[src/rtl/bmd_pkg.sv]
package bmd_pkg;

  typedef enum logic {
    OP_SPLIT = 1'b0,
    OP_FOLD  = 1'b1
  } bmd_op_e;

  // bit 0 carry ... bit 5 overflow
  typedef struct packed {
    logic ovf;
    logic sgn;
    logic zro;
    logic aux;
    logic par;
    logic cry;
  } bmd_flags_t;

endpackage

[src/rtl/bmd_flag_gen.sv]
module bmd_flag_gen
  import bmd_pkg::*;
#(
  parameter int DW = 8
) (
  input  logic [DW-1:0] val_i,
  output bmd_flags_t    flags_o
);

  always_comb begin
    flags_o     = '0;
    flags_o.cry = 1'b0;
    flags_o.aux = 1'b0;
    flags_o.ovf = 1'b0;
    flags_o.par = ~^val_i;
    flags_o.zro = (val_i == '0);
    flags_o.sgn = val_i[DW-1];
  end

endmodule

[src/rtl/bmd_fold.sv]
module bmd_fold #(
  parameter int DW = 8
) (
  input  logic [DW-1:0] hi_i,
  input  logic [DW-1:0] lo_i,
  input  logic [DW-1:0] imm_i,
  output logic [DW-1:0] res_o
);

  localparam int WW = 2 * DW;

  logic [WW-1:0] prod;
  logic [WW-1:0] sum;

  always_comb begin
    prod  = WW'(hi_i) * WW'(imm_i);
    sum   = prod + WW'(lo_i);
    res_o = sum[DW-1:0];
  end

endmodule

[src/rtl/bmd_divider.sv]
module bmd_divider #(
  parameter int DW = 8
) (
  input  logic          clk,
  input  logic          rst_n,
  input  logic          load_i,
  input  logic [DW-1:0] dividend_i,
  input  logic [DW-1:0] divisor_i,
  output logic          busy_o,
  output logic          fin_o,
  output logic [DW-1:0] quo_nxt_o,
  output logic [DW-1:0] rem_nxt_o
);

  localparam int CW = (DW > 1) ? $clog2(DW) : 1;
  localparam logic [CW-1:0] LAST = CW'(DW - 1);

  logic [DW-1:0] rem_q, rem_d;
  logic [DW-1:0] quo_q, quo_d;
  logic [DW-1:0] dvs_q, dvs_d;
  logic [CW-1:0] cnt_q, cnt_d;
  logic          busy_q, busy_d;

  logic [DW:0]   shifted;
  logic [DW-1:0] diff;
  logic          ge;
  logic [DW-1:0] rem_step;
  logic [DW-1:0] quo_step;

  // one restoring step
  always_comb begin
    shifted  = {rem_q, quo_q[DW-1]};
    ge       = (shifted >= {1'b0, dvs_q});
    diff     = shifted[DW-1:0] - dvs_q;
    rem_step = ge ? diff : shifted[DW-1:0];
    quo_step = {quo_q[DW-2:0], ge};
  end

  always_comb begin
    rem_d  = rem_q;
    quo_d  = quo_q;
    dvs_d  = dvs_q;
    cnt_d  = cnt_q;
    busy_d = busy_q;
    if (load_i) begin
      rem_d  = '0;
      quo_d  = dividend_i;
      dvs_d  = divisor_i;
      cnt_d  = '0;
      busy_d = 1'b1;
    end else if (busy_q) begin
      rem_d = rem_step;
      quo_d = quo_step;
      cnt_d = cnt_q + 1'b1;
      if (cnt_q == LAST) begin
        busy_d = 1'b0;
      end
    end
  end

  always_ff @(posedge clk or negedge rst_n) begin
    if (!rst_n) begin
      rem_q  <= '0;
      quo_q  <= '0;
      dvs_q  <= '0;
      cnt_q  <= '0;
      busy_q <= 1'b0;
    end else begin
      if (load_i || busy_q) begin
        rem_q <= rem_d;
        quo_q <= quo_d;
        cnt_q <= cnt_d;
      end
      if (load_i) begin
        dvs_q <= dvs_d;
      end
      busy_q <= busy_d;
    end
  end

  assign busy_o    = busy_q;
  assign fin_o     = busy_q && (cnt_q == LAST);
  assign quo_nxt_o = quo_step;
  assign rem_nxt_o = rem_step;


  rem_below_dvs_chk: assert property (@(posedge clk) disable iff (!rst_n)
    busy_q |-> (rem_q < dvs_q));


  dvs_nonzero_chk: assert property (@(posedge clk) disable iff (!rst_n)
    busy_q |-> (dvs_q != '0));

endmodule

[src/rtl/bcd_muldiv_adj.sv]
module bcd_muldiv_adj
  import bmd_pkg::*;
#(
  parameter int DW = 8
) (
  input  logic            clk,
  input  logic            rst_n,
  input  logic            start_i,
  input  logic            op_i,
  input  logic [2*DW-1:0] acc_i,
  input  logic [DW-1:0]   imm_i,
  output logic            busy_o,
  output logic            done_o,
  output logic [2*DW-1:0] acc_o,
  output logic [5:0]      flags_o,
  output logic            div_err_o
);

  localparam int AW = 2 * DW;
  localparam int NSRC = 2;

  // reset synchronizer
  logic rst_meta_q, rst_sync_q;
  always_ff @(posedge clk or negedge rst_n) begin
    if (!rst_n) begin
      rst_meta_q <= 1'b0;
      rst_sync_q <= 1'b0;
    end else begin
      rst_meta_q <= 1'b1;
      rst_sync_q <= rst_meta_q;
    end
  end

  bmd_op_e       op;
  logic          div_busy, div_fin;
  logic [DW-1:0] div_quo, div_rem;
  logic [DW-1:0] fold_res;
  logic          accept, acc_fold, acc_zero, load_div;

  assign op       = bmd_op_e'(op_i);
  assign accept   = start_i && !div_busy;
  assign acc_fold = accept && (op == OP_FOLD);
  assign acc_zero = accept && (op == OP_SPLIT) && (imm_i == '0);
  assign load_div = accept && (op == OP_SPLIT) && (imm_i != '0);

  bmd_divider #(.DW(DW)) u_div (
    .clk        (clk),
    .rst_n      (rst_sync_q),
    .load_i     (load_div),
    .dividend_i (acc_i[DW-1:0]),
    .divisor_i  (imm_i),
    .busy_o     (div_busy),
    .fin_o      (div_fin),
    .quo_nxt_o  (div_quo),
    .rem_nxt_o  (div_rem)
  );

  bmd_fold #(.DW(DW)) u_fold (
    .hi_i  (acc_i[AW-1:DW]),
    .lo_i  (acc_i[DW-1:0]),
    .imm_i (imm_i),
    .res_o (fold_res)
  );

  // flag sources: 0 = divider remainder, 1 = fold result
  logic [DW-1:0] flag_src [NSRC];
  bmd_flags_t    flag_val [NSRC];
  assign flag_src[0] = div_rem;
  assign flag_src[1] = fold_res;

  for (genvar g = 0; g < NSRC; g++) begin : g_flag
    bmd_flag_gen #(.DW(DW)) u_fg (
      .val_i   (flag_src[g]),
      .flags_o (flag_val[g])
    );
  end

  logic [AW-1:0] acc_q, acc_d;
  bmd_flags_t    flg_q, flg_d;
  logic          done_q, done_d;
  logic          err_q, err_d;
  logic          acc_en, flg_en;

  always_comb begin
    acc_d  = acc_q;
    flg_d  = flg_q;
    done_d = 1'b0;
    err_d  = 1'b0;
    acc_en = 1'b0;
    flg_en = 1'b0;
    if (div_fin) begin
      acc_d  = {div_quo, div_rem};
      flg_d  = flag_val[0];
      done_d = 1'b1;
      acc_en = 1'b1;
      flg_en = 1'b1;
    end else if (acc_fold) begin
      acc_d  = {{DW{1'b0}}, fold_res};
      flg_d  = flag_val[1];
      done_d = 1'b1;
      acc_en = 1'b1;
      flg_en = 1'b1;
    end else if (acc_zero) begin
      acc_d  = acc_i;
      done_d = 1'b1;
      err_d  = 1'b1;
      acc_en = 1'b1;
    end
  end

  always_ff @(posedge clk or negedge rst_sync_q) begin
    if (!rst_sync_q) begin
      acc_q  <= '0;
      flg_q  <= '0;
      done_q <= 1'b0;
      err_q  <= 1'b0;
    end else begin
      if (acc_en) begin
        acc_q <= acc_d;
      end
      if (flg_en) begin
        flg_q <= flg_d;
      end
      done_q <= done_d;
      err_q  <= err_d;
    end
  end

  assign busy_o    = div_busy;
  assign done_o    = done_q;
  assign acc_o     = acc_q;
  assign flags_o   = flg_q;
  assign div_err_o = err_q;


  busy_done_excl_chk: assert property (@(posedge clk) disable iff (!rst_sync_q)
    busy_o |-> !done_o);


  loop_end_done_chk: assert property (@(posedge clk) disable iff (!rst_sync_q)
    $fell(busy_o) |-> done_o);


  err_with_done_chk: assert property (@(posedge clk) disable iff (!rst_sync_q)
    div_err_o |-> done_o);


  err_acc_keep_chk: assert property (@(posedge clk) disable iff (!rst_sync_q)
    div_err_o |-> (acc_o == $past(acc_i)));


  flags_clear_chk: assert property (@(posedge clk) disable iff (!rst_sync_q)
    (done_o && !div_err_o) |-> (!flags_o[0] && !flags_o[2] && !flags_o[5]));


  sign_bit_chk: assert property (@(posedge clk) disable iff (!rst_sync_q)
    (done_o && !div_err_o) |-> (flags_o[4] == acc_o[DW-1]));


  fold_hi_zero_chk: assert property (@(posedge clk) disable iff (!rst_sync_q)
    (done_o && !div_err_o && !$past(busy_o)) |-> (acc_o[AW-1:DW] == '0));

endmodule

[config.mk]
export PLATFORM = sky130hd
export DESIGN_NAME = bcd_muldiv_adj
export DESIGN_NICKNAME = d
export VERILOG_FILES = /design/src/rtl/bmd_pkg.sv /design/src/rtl/bmd_flag_gen.sv /design/src/rtl/bmd_fold.sv /design/src/rtl/bmd_divider.sv /design/src/rtl/bcd_muldiv_adj.sv
export SDC_FILE = /design/constraint.sdc
export NUM_CORES = 1
export LEC_CHECK = 0
export ABC_AREA = 0
export BUFFER_PORTS_ARGS = -buffer_cell sky130_fd_sc_hd__buf_2
export CAP_MARGIN = 20
export CORE_MARGIN = 3
export CORE_UTILIZATION = 47
export CTS_CLUSTER_SIZE = 14
export DETAILED_ROUTE_END_ITERATION = 12
export GPL_TIMING_DRIVEN = 0
export PLACE_DENSITY_LB_ADDON = 0.12
export RECOVER_POWER = 50
export SETUP_SLACK_MARGIN = 0.1
export SLEW_MARGIN = 10
export SYNTH_ARGS = -nofsm -noshare
export SYNTH_HDL_FRONTEND = slang
export SYNTH_SLANG_ARGS = --single-unit
[constraint.sdc]
create_clock -name clk -period 1.6 [get_ports clk]
set_input_delay 0 -clock clk [delete_from_list [all_inputs] [get_ports clk]]
set_output_delay 0 -clock clk [all_outputs]
set_load 0.1 [all_outputs]
# After elaboration in Yosys (flattened, before gate mapping)
# Cells that the tools add are included.
word_totals:
  regBits: 54
  in_bits: 28
  out_inout_bits: 25
op_classes:
  add_sub_neg: 3
  n_mul: 1
  n_lt_le_gt_ge: 1
  eq_ne: 1
  n_mux: 22
  bitwise_logic: 1
  n_reduce_logical: 20
op_table:
  columns: ["op", "n"]
  rows:
  - ["16-bit 2-to-1 mux", 3]
  - ["8-bit 2-to-1 mux", 5]
  - ["8-bit zero test", 3]
  - ["8-bit XNOR reduction", 2]
  - ["6-bit 2-to-1 mux", 2]
  - ["1-bit 2-to-1 mux", 10]
  - ["9-bit by 8-bit greater-or-equal comparator with 1-bit output", 1]
  - ["8-bit adder", 1]
  - ["8-bit by 8-bit multiplier with 8-bit output", 1]
  - ["8-bit nonzero test", 1]
  - ["8-bit subtractor", 1]
  - ["1-bit logical AND", 6]
  - ["3-bit 2-to-1 mux", 2]
  - ["2-bit AND reduction", 3]
  - ["2-bit nonzero test", 2]
  - ["3-bit by 1-bit adder with 3-bit output (second input constant)", 1]
  - ["3-bit equality test (second input constant)", 1]
  - ["3-bit nonzero test", 1]
  - ["1-bit zero test", 1]
  - ["1-bit logical OR", 1]
  - ["1-bit inverter", 1]

# Longest topological paths before layout
logic_depth:
  word_depth: 8
  mapped_depth: 23

# Cells and area by module
# Synthesis repeated with hierarchy kept, for this count alone.
hier_totals:
  cells_unflattened: 496
  area_unflattened_um2: 4598.2
modules_own_cells:
  columns: ["mod", "n_inst", "cells_per_inst", "area_each_um2"]
  rows:
  - ["bmd_divider", 1, 200, 1871.8]
  - ["bcd_muldiv_adj", 1, 127, 1363.8]
  - ["bmd_fold", 1, 127, 1064.8]
  - ["bmd_flag_gen", 2, 21, 148.9]

# Least setup slack after synthesis
# No wires, ideal clock.
synth_path:
  path_type: "input to register"
  startpoint: "input imm_i[1]"
  endpoint: "register flg_q, in the netlist flags_o[1]"
  t_arrival_ns: 4.043
  required_ns: 1.463
  slack_ns: -2.580
  cell_stages: 21
  path_cell_list: "buf_2 and2_1 fa_1 inv_1 fa_1 inv_1 ha_1 inv_1 fa_1 fa_1 inv_1 a21o_1 a21oi_1 xnor2_1 xnor2_1 ha_1 xnor2_1 xnor2_1 nor2_1 a211oi_1 a21oi_1"
synth_between:
  elab_chain_cells: 5
synth_rtl:
  columns: ["element", "line", "source"]
  rows:
  - ["start, declared", "bcd_muldiv_adj.sv:11", "input logic [DW-1:0] imm_i,"]
  - ["8-bit by 8-bit multiplier with 8-bit output", "bmd_fold.sv:16", "prod = WW'(hi_i) * WW'(imm_i);"]
  - ["8-bit adder", "bmd_fold.sv:17", "sum = prod + WW'(lo_i);"]
  - ["8-bit XNOR reduction", "bmd_flag_gen.sv:15", "flags_o.par = ~^val_i;"]
  - ["6-bit 2-to-1 mux", "bcd_muldiv_adj.sv:97", "end else if (acc_fold) begin"]
  - ["6-bit 2-to-1 mux", "bcd_muldiv_adj.sv:91", "if (div_fin) begin"]
  - ["end signal, assigned", "bcd_muldiv_adj.sv:122", "flg_q <= flg_d;"]
  - ["end, declared", "bcd_muldiv_adj.sv:79", "bmd_flags_t flg_q, flg_d;"]
# No other way between the ends. The select of a mux whose other input is x is not followed.
# A chain may end at the register's enable or synchronous reset.

# Worst setup path in the final report
# Same ends and word-level chain as after synthesis.

==> results.py <==
metrics = {
    "yosys": {
        "synth-seq-cells": 51,
        "synth_seq_area_share_pct": 33.1,
        "synthTopCellsByArea": "dfrtp_1 (33%), ha_1 (11%), fa_1 (9.9%)",
        "synth_flop_cell": "dfrtp_1",
        "syn_avg_cell_area_um2": 9.13,
        "async_reset_ff_share_pct": 100,
        "synthCells": 422,
        "ys_warn_count": 0,
        "ys_types": 47,
        "synth_top_cell_area_share_pct": 33.1,
        "synth_edf_count": 0,
        "synth_area_um2": 3850,
        "synth_largest_area_cell": "dfrtp_1",
    },
    "placement": {
        "dp_hpwl_um": 7740,
        "place.gp.congestion": 0.906,
        "dp_slack_ns": -2.74,
        "io_buffers": 47,
    },
    "setup_path": {
        "required_ns": 1.82,
        "path_class": "primary input to flop",
        "path_max_fanout": 7,
        "critical_path_buf_inv_count": 5,
        "cp-start-kind": "primary input",
        "path_cells": "buf_12 > and2_4 > fa_1 > inv_1 > fa_1 > inv_2 > ha_4 > inv_2 > fa_1 > fa_2 > inv_2 > a21o_1 > a21oi_4 > xnor2_2 > xnor2_2 > ha_4 > xnor2_2 > xnor2_1 > nor2_1 > a211oi_2 > a21oi_1",
        "cp_slowest_cell": "fa_1",
        "end_kind": "flop",
        "arrival_ns": 3.97,
        "cp_slowest_stage_delay_ns": 0.50,
        "critical_path.top_delay_family": "adder cells",
    },
    "floorplan": {
        "fp.dieW_um": 96.6,
        "die_area_um2": 9320,
        "initial_core_util_pct": 49.1,
        "ios": 53,
        "die_h_um": 96.6,
        "core_area_um2": 7850,
        "row_count": 32,
    },
    "cells_and_area": {
        "diodes": 0,
        "final_core_util_pct": 75.6,
        "drive_gt1_share_pct": 46.2,
        "nets": 633,
        "layout-area-overhead-vs-synth_pct": 53.8,
        "fill_cells": 537,
        "final_cell_mix": "nand2_1 (55), dfrtp_1 (45), buf_4 (44), buf_2 (39), inv_1 (34)",
        "multi_input_area_um2": 2960,
        "layout_commonest_cell": "nand2_1",
        "regArea_um2": 1280,
    },
    "route": {
        "vias": 3551,
        "drt_wl_total_um": 12600,
        "viasPerCell": 5.43,
        "firstDrtPassIters": 4,
        "ant_nets": 0,
        "drtIter0Drc": 236,
        "drc": 0,
        "wire_per_inst_um": 19.2,
    },
    "global_route": {
        "grt_use_total_pct": 25.9,
        "grt_pass1_vias": 3551,
        "grt_overflow_total": 0,
        "grt_pass1_wl_um": 18100,
        "grt_max_degree": 50,
        "antenna_found_initial": 0,
    },
    "run": {
        "max_cap_viol_count": 0,
    },
    "timing": {
        "finalCriticalPeriod_ns": 3.75,
        "fin_skew_ns": 0.00628,
        "rsz0062_at_grt": "true",
        "slew_violations": 0,
        "setup_viol": 33,
        "finalHoldViolations": 1,
        "relSlewSlack_pct": 56.5,
        "fin_ws_ns": -2.15,
        "whs_ns": -0.00645,
        "fin_crit_sh_pct": 234,
        "fmax_mhz": 267,
        "worst_slew_pin_slew_ns": 0.647,
    },
    "cts": {
        "numCtsBuffers": 5,
        "root_buffer": "clkbuf_8",
        "cts_sinks": 51,
        "cts_tree": "built",
        "clk_latency_ns": 0.32,
        "cts_buffer_depth": 2,
        "cts.reportedPaths.clkPinSlew_ns": 0.11,
        "cts.htree.levels": 2,
    },
    "worst_hold_path": {
        "hold_class": "primary input to flop",
    },
    "outcome": {
        "outcome": "complete, but fails checks",
        "violations": "hold timing, setup timing",
    },
}
[kinds of logic after synthesis]
kind of cell	after synthesis	synth area share [%]
and+or+nand+nor	120	13.9
buffers and inverters	70	7.60
adders and majority gates	54	21.2
DFF	51	33.1
AOI/OAI and AO/OA	83	13.6
xor gates and xnor gates	30	7.01
muxes	12	3.34
other	2	0.195
[worst min-delay path, cell delays in order]
cell,delay (ns)
buf_12,0.10
mux2i_1,0.06
o21ai_1,0.12
[worst paths after layout]
path	start	to	slack (ns)	cells past startpoint
max in group asynchronous	rst_sync_q	acc_o[10]	0.74	1
min in group asynchronous	rst_sync_q	acc_o[7]	0.31	0
min	acc_i[11]	acc_o[11]	-0.006	3
max	imm_i[1]	flags_o[1]	-2.15	21
max reg2reg	u_div.quo_q[7]	flags_o[1]	-1.30	14
min reg2reg	rst_sync_q	acc_o[7]	0.31	0
[per-layer routing]
layer  vias to the layer above  part of all wire [%]  routed length, um  GRT usage [%]
li1                       1648                     -                  -              -
met2                       115                    52               6530           45.1
met4                         0                   2.3                295           8.76
met3                        24                   5.1                638           4.49
met1                      1764                    41               5110           32.3
met5                         -                     0                  0              0
[cell usage after synthesis (3+ instances only)]
cell type	n
fa_1	19
mux2i_1	10
xnor2_1	24
o22ai_1	7
o21ai_0	27
ha_1	35
buf_2	6
a21oi_1	13
nand2_1	66
nor2_1	19
a22oi_1	9
xor2_1	5
dfrtp_1	51
buf_4	4
clkbuf_1	7
a21oi_2	3
nand4_1	3
nand3_1	6
and2_1	17
a21o_1	5
inv_1	52
[registers in the layout (all words and copies together) (netlist names)]
signal        count
acc_o            16
rst_sync_q        1
u_div.cnt_q       3
div_err_o         1
u_div.rem_q       8
u_div.busy_o      1
u_div.quo_q       8
flags_o           3
u_div.dvs_q       8
rst_meta_q        1
done_o            1
[per-stage QoR]
step / cell area [um^2] / setup TNS (ns) / cells / hold slack, ns
global placement: 4570 / -22.04 / 573 / -0.215
finish: 5930 / -19.75 / 654 / -0.00645
global route: 5930 / -22.61 / 654 / 0.00789
floorplan: 4210 / -18.43 / 424 / -0.296
CTS: 5580 / -18.54 / 636 / 0.000305
detailed placement: 4570 / -22.88 / 573 / -0.212
[layout make-up]
cell class,instances,area share [%]
timing repair buffer,120,17.2
tap,102,2.15
clock inverter,3,0.464
inverter,52,3.33
multi-input combinational,303,50.0
buffer,18,4.05
sequential,51,21.6
clock buffer,5,1.16
[repair_timing]
item | in CTS | in global routing
pin swaps | 32 | 21
cloned | 3 | 1
hold endpoints to repair | 17 | 1
setup endpoints to repair | 45 | 48
gates resized for setup | 95 | 56
hold buffers | 17 | 1
buffers inserted | 35 | 21
Power is left out: the tool's default activity adds up to more than one toggle a clock period on the data nets, which glitch-free logic cannot reach.
